===== config.mk =====
export PLATFORM = sky130hd
export DESIGN_NAME = plic_core
export DESIGN_NICKNAME = d
export VERILOG_FILES = /design/src/rtl/plic_pkg.sv /design/src/rtl/plic_gateway.sv /design/src/rtl/plic_arbiter.sv /design/src/rtl/plic_core.sv
export SDC_FILE = /design/constraint.sdc
export NUM_CORES = 1
export LEC_CHECK = 0
export BUFFER_PORTS_ARGS = -buffer_cell sky130_fd_sc_hd__buf_4
export CORE_ASPECT_RATIO = 0.8
export CORE_MARGIN = 2
export CORE_UTILIZATION = 45
export DETAILED_ROUTE_END_ITERATION = 8
export GPL_TIMING_DRIVEN = 0
export PLACE_DENSITY = 0.71
export SYNTH_ARGS = -nofsm -noshare
export SYNTH_HDL_FRONTEND = slang
export SYNTH_SLANG_ARGS = --single-unit

===== constraint.sdc =====
create_clock -name clk -period 32.9 [get_ports clk]
set_clock_uncertainty 0.1 [all_clocks]
set_input_delay 4.935 -clock clk [delete_from_list [all_inputs] [get_ports clk]]
set_output_delay 4.935 -clock clk [all_outputs]
set_load 0.02 [all_outputs]

===== src/rtl/plic_pkg.sv =====
package plic_pkg;
  localparam int ADDR_W = 8;
  localparam int DATA_W = 32;

  typedef enum logic [1:0] {
    RGN_PRIO    = 2'd0,
    RGN_ENABLE  = 2'd1,
    RGN_THRESH  = 2'd2,
    RGN_PENDING = 2'd3
  } region_e;
endpackage


===== src/rtl/plic_gateway.sv =====
module plic_gateway #(
  parameter bit EDGE = 1'b0
) (
  input  logic clk,
  input  logic rst_n,
  input  logic src_i,
  input  logic claim_i,
  input  logic cmpl_i,
  output logic pend_o,
  output logic busy_o
);
  logic prev_q;
  logic req;

  generate
    if (EDGE) begin : g_edge
      assign req = src_i & ~prev_q;
    end else begin : g_level
      assign req = src_i;
    end
  endgenerate

  always_ff @(posedge clk) begin
    if (!rst_n) begin
      prev_q <= 1'b0;
      pend_o <= 1'b0;
      busy_o <= 1'b0;
    end else begin
      prev_q <= src_i;
      if (claim_i) begin
        pend_o <= 1'b0;
        busy_o <= 1'b1;
      end else if (busy_o) begin
        if (cmpl_i) busy_o <= 1'b0;
      end else if (req) begin
        pend_o <= 1'b1;
      end
    end
  end
endmodule


===== src/rtl/plic_arbiter.sv =====
module plic_arbiter #(
  parameter int NSRC = 10,
  parameter int PW   = 3,
  parameter int ID_W = 4
) (
  input  logic [NSRC:0]         elig,
  input  logic [NSRC:0][PW-1:0] prio,
  input  logic [PW-1:0]         thresh,
  output logic [ID_W-1:0]       win_id
);
  logic [PW-1:0] best_p;

  always_comb begin
    best_p = thresh;
    win_id = '0;
    for (int s = 1; s <= NSRC; s++) begin
      if (elig[s] && (prio[s] > best_p)) begin
        best_p = prio[s];
        win_id = ID_W'(s);
      end
    end
  end
endmodule


===== src/rtl/plic_core.sv =====
module plic_core #(
  parameter int           NSRC      = 10,
  parameter int           NCTX      = 2,
  parameter int           PW        = 3,
  parameter logic [NSRC:0] EDGE_MASK = 'h0F0,
  localparam int          ID_W      = $clog2(NSRC + 1)
) (
  input  logic                      clk,
  input  logic                      rst_n,
  input  logic [NSRC:1]             src_i,
  input  logic                      cfg_we,
  input  logic [7:0]                cfg_addr,
  input  logic [31:0]               cfg_wdata,
  output logic [31:0]               cfg_rdata,
  input  logic [NCTX-1:0]           claim_i,
  output logic [NCTX-1:0][ID_W-1:0] claim_id_o,
  input  logic [NCTX-1:0]           cmpl_valid_i,
  input  logic [NCTX-1:0][ID_W-1:0] cmpl_id_i,
  output logic [NCTX-1:0]           irq_o
);
  import plic_pkg::*;

  logic [NSRC:0][PW-1:0] prio_q;
  logic [NCTX-1:0][NSRC:0] en_q;
  logic [NCTX-1:0][PW-1:0] thr_q;
  logic [NSRC:0] pend, busy, claim_src, cmpl_src;
  logic [NSRC:0] taken [NCTX+1];
  logic [NCTX-1:0][ID_W-1:0] win_id;

  region_e    rgn;
  logic [5:0] idx;
  assign rgn = region_e'(cfg_addr[7:6]);
  assign idx = cfg_addr[5:0];

  // configuration writes
  always_ff @(posedge clk) begin
    if (!rst_n) begin
      prio_q <= '0;
      en_q   <= '0;
      thr_q  <= '0;
    end else if (cfg_we) begin
      for (int s = 1; s <= NSRC; s++)
        if (rgn == RGN_PRIO && idx == 6'(s)) prio_q[s] <= cfg_wdata[PW-1:0];
      for (int c = 0; c < NCTX; c++) begin
        if (rgn == RGN_ENABLE && idx == 6'(c)) en_q[c] <= {cfg_wdata[NSRC:1], 1'b0};
        if (rgn == RGN_THRESH && idx == 6'(c)) thr_q[c] <= cfg_wdata[PW-1:0];
      end
    end
  end

  // configuration reads
  always_comb begin
    cfg_rdata = '0;
    case (rgn)
      RGN_PRIO:
        for (int s = 1; s <= NSRC; s++)
          if (idx == 6'(s)) cfg_rdata = DATA_W'(prio_q[s]);
      RGN_ENABLE:
        for (int c = 0; c < NCTX; c++)
          if (idx == 6'(c)) cfg_rdata = DATA_W'(en_q[c]);
      RGN_THRESH:
        for (int c = 0; c < NCTX; c++)
          if (idx == 6'(c)) cfg_rdata = DATA_W'(thr_q[c]);
      default: cfg_rdata = DATA_W'(pend);
    endcase
  end

  // gateways
  assign pend[0] = 1'b0;
  assign busy[0] = 1'b0;
  genvar gs;
  generate
    for (gs = 1; gs <= NSRC; gs++) begin : g_src
      plic_gateway #(.EDGE(EDGE_MASK[gs])) u_gw (
        .clk    (clk),
        .rst_n  (rst_n),
        .src_i  (src_i[gs]),
        .claim_i(claim_src[gs]),
        .cmpl_i (cmpl_src[gs]),
        .pend_o (pend[gs]),
        .busy_o (busy[gs])
      );
    end
  endgenerate

  // completion decode
  always_comb begin
    cmpl_src = '0;
    for (int c = 0; c < NCTX; c++)
      for (int s = 1; s <= NSRC; s++)
        if (cmpl_valid_i[c] && cmpl_id_i[c] == ID_W'(s)) cmpl_src[s] = 1'b1;
  end

  // per-context arbitration, claim chain in context order
  assign taken[0] = '0;
  genvar gc;
  generate
    for (gc = 0; gc < NCTX; gc++) begin : g_ctx
      logic [NSRC:0] grant;

      plic_arbiter #(.NSRC(NSRC), .PW(PW), .ID_W(ID_W)) u_arb (
        .elig  (pend & en_q[gc] & ~taken[gc]),
        .prio  (prio_q),
        .thresh(thr_q[gc]),
        .win_id(win_id[gc])
      );

      always_comb begin
        grant = '0;
        for (int s = 1; s <= NSRC; s++)
          if (claim_i[gc] && win_id[gc] == ID_W'(s)) grant[s] = 1'b1;
      end

      assign taken[gc+1] = taken[gc] | grant;

      always_ff @(posedge clk) begin
        if (!rst_n) begin
          irq_o[gc]      <= 1'b0;
          claim_id_o[gc] <= '0;
        end else begin
          irq_o[gc] <= (win_id[gc] != '0);
          if (claim_i[gc]) claim_id_o[gc] <= win_id[gc];
        end
      end
    end
  endgenerate

  assign claim_src = taken[NCTX];
endmodule


==> impl_metrics.tcl <==
set metrics [dict create \
    synth_cell_types 92 \
    wl_met1_mm 11.52 \
    criticalPathCategory "flop to flop" \
    routed-wl-met3_mm 2.557 \
    seq_area_sq_um 1802 \
    pwr-share-comb_pct 11.0 \
    synthFlopType "dfxtp_1" \
    top_layer "met4" \
    grt_pass1_vias 6970 \
    post_drt_wl_per_cell_microns 19.95 \
    cts_max_path_buffers 2 \
    cts_setup_buffers 0 \
    crit_top_cell "nor2_1" \
    synth_seq_cells 90 \
    startpoint_type "flop" \
    power_density_nw_per_um2 28.59 \
    port_buffers 62 \
    pin_count 107 \
    r2r-end "g_src[2].u_gw.pend_o" \
    maxSlewViolCount 0 \
    area_growth_pct 15.10 \
    die_width_microns 146.5 \
    cts_tree "done" \
    dp_cells 1255 \
    whs_endpoint "claim_id_o[2]" \
    overflow 0 \
    sw_frac_of_total_pct 27.67 \
    start_util_pct 46.10 \
    fin_ws_ns 2.126 \
    post-route-period-util_pct 93.54 \
    gp_congestion 0.9730 \
    ys_seq_area_share_pct 24.66 \
    period_minus_slack_ns 30.77 \
    cts.clk_slew.worst_paths_ns 0.07 \
    antenna_found_initial 0 \
    synth-compound-area-share_pct 29.40 \
    clkLatencyLatePin_ns 0.36 \
    fill_cells 1550 \
    fin_util_pct 53.06 \
    place_hpwl_mm 19.65 \
    holdWs_ns 0.3722 \
    path_depth 139 \
    grt_setup_unrepaired "no" \
    reg2reg_depth 139 \
    required_ns 33.05 \
    power_leakage_nw 3.307 \
    netlist.area_leader.share_pct 24.66 \
    r2r_slack_ns 2.13 \
    multi_input_area_sq_um 5101 \
    postRouteWirelength_mm 25.34 \
    final-setup-viol-count 0 \
    cp.arrival_ns 30.93 \
    seqPwrFrac_pct 46.7 \
    yosysTopAreaCell "dfxtp_1" \
    antenna_left 0 \
    fin_nets 1148 \
    hold_path_class "flop to flop" \
    synth_top_family_by_area "compound AO/OA/AOI/OAI gates" \
    synth.area.top_cells "dfxtp_1 (25%), nand2_1 (5.5%), nor2_1 (5.5%), ha_1 (5.5%), mux2i_1 (5.3%)" \
    max_slew_margin_pct 20.28 \
    ys_async_sr_fraction_pct 0 \
    die_y_microns 118.0 \
    synth_edf_count 0 \
    muxShareOfSynthArea_pct 7.500 \
    vias_per_cell 6.235 \
    stdcell_count 1270 \
    drtIter0Drc 1067 \
    status "finished clean" \
    p_int_uw 173.9 \
    grt_pass1_wl_mm 39.36 \
    synth_warnings 0 \
    end_kind "flop" \
    syn-cell-area_sq_um 7307 \
    num_rows 41 \
    cts-buffers-inserted 9 \
    synthAdderAreaFrac_pct 5.908 \
    reg2reg_from "prio_q[4]" \
    max_cap_violations 0 \
    drt_pass1_iterations 5 \
    hold_viol 0 \
    holdPathStages 2 \
    numClockSinks 90 \
    via_count 7918 \
    ir_drop_uv 23.27 \
    syn_inst 958 \
    coreArea_sq_um 15850 \
    cts.repair.resized 0 \
    synth_xor_area_share_pct 0 \
    grt_max_degree 16 \
    h-tree-depth 3 \
    dp_slack_ns 2.581 \
    grtUsageTotal_pct 28.86 \
    p_clk_share_pct 42.2 \
    setup_tns_ns 0 \
    crit_family "compound AO/OA/AOI/OAI gates" \
    fmax_mhz 32.49 \
    critPathBufInv 4 \
    max_stage_delay_ns 0.71 \
    cts_hold_repair.buffers 0 \
    met2_length_mm 10.70 \
    dieArea_sq_um 17280 \
    drc 0 \
    n_antenna_cell 0 \
    switchingPower_uw 66.54 \
    avgSynthCellArea_sq_um 7.627 \
    crit_fanout 10 \
    worst_pin_slew_ns 1.166 \
    min_from "claim_id_o[2]" \
    slowest_stage "o31ai_2" \
    drive_gt1_share_pct 14.03 \
    synthSimpleGateAreaFrac_pct 25.70 \
    clock-root-buffer "clkbuf_16" \
]
## worst max-delay path by stage
| stage | start | to | slack, ns |
|---|---|---|---|
| floorplan | thr_q[1] | g_src[2].u_gw.pend_o | 7.59 |
| global placement | prio_q[4] | g_src[2].u_gw.pend_o | 2.79 |
| detailed placement | prio_q[4] | g_src[2].u_gw.pend_o | 2.58 |
| CTS | prio_q[4] | g_src[2].u_gw.pend_o | 2.27 |
| global route | prio_q[5] | g_src[2].u_gw.busy_o | 0.26 |
| finish | prio_q[4] | g_src[2].u_gw.pend_o | 2.13 |
## area by class of cell
| type | count | share of cell area, % |
|---|---|---|
| inverters | 37 | 1.651 |
| clock inverters | 5 | 0.4612 |
| well taps | 215 | 3.198 |
| plain buffers | 72 | 4.240 |
| clock buffers | 10 | 2.841 |
| repair buffers | 62 | 5.534 |
| flip-flops and latches | 90 | 21.42 |
| multi-input cells | 779 | 60.65 |
## power by group through the flow
stage	Clock (mW)	Combinational (mW)	Sequential, mW
2_1_floorplan	0	0.0147	0.114
3_3_place_gp	0	0.0256	0.115
3_5_place_dp	0	0.0258	0.115
4_1_cts	0.102	0.0259	0.112
5_1_grt	0.106	0.0281	0.113
6_report	0.102	0.0265	0.112
## routing by layer
metal | track usage, % | up-vias
met5 | 0 | -
met3 | 4.264 | 44
met4 | 7.706 | 0
met1 | 43.15 | 3734
li1 | - | 3719
met2 | 43.07 | 421
## worst min-delay path, delay by kind of cell, from the launching register on
family / cells / cell delay, ns
AOI/OAI and AO/OA: 1 / 0.06
DFF: 1 / 0.31
and+or+nand+nor: 1 / 0.06
## flip-flops by register name, summed over array words and instances, names as in the netlist
register,flops
g_src.u_gw.pend_o,10
prio_q,30
g_src.u_gw.prev_q,4
irq_o,2
thr_q,6
en_q,20
g_src.u_gw.busy_o,10
claim_id_o,8
## per-stage QoR
stage               total power [mW]  instance area [sq um]
floorplan                     0.1290                   7382
global placement              0.1406                   8117
detailed placement            0.1407                   8117
CTS                           0.2400                   8394
global route                  0.2464                   8411
finish                        0.2405                   8411
## cells in the mapped netlist, types with 13 or more instances
master	count
clkbuf_1	41
nand3_1	48
nor3_1	24
buf_4	21
o211ai_1	13
a221o_1	13
o21ai_0	37
inv_1	36
a21oi_1	73
mux2i_1	39
nor2_1	108
and3_1	14
ha_1	32
nand2_1	108
dfxtp_1	90
## cell families (layout without fill, tap and decap cells)
kind of cell / Yosys count / in the layout
AOI/OAI and AO/OA: 288 / 288
adders and majority gates: 35 / 35
buffers and inverters: 109 / 186
DFF: 90 / 90
muxes: 50 / 50
other: 1 / 21
and+or+nand+nor: 385 / 385
## cell usage in the layout, fill, tap and decap left out, drive strengths merged, types with 21 or more instances in the layout
| cell type | instances |
|---|---|
| nand2 | 108 |
| mux2i | 39 |
| ha | 32 |
| nor3 | 25 |
| dfxtp | 90 |
| inv | 38 |
| conb | 21 |
| nand3 | 48 |
| o21ai | 45 |
| clkbuf | 51 |
| a21oi | 75 |
| nor2 | 109 |
| buf | 93 |
Power figures use the tool's default switching activity.
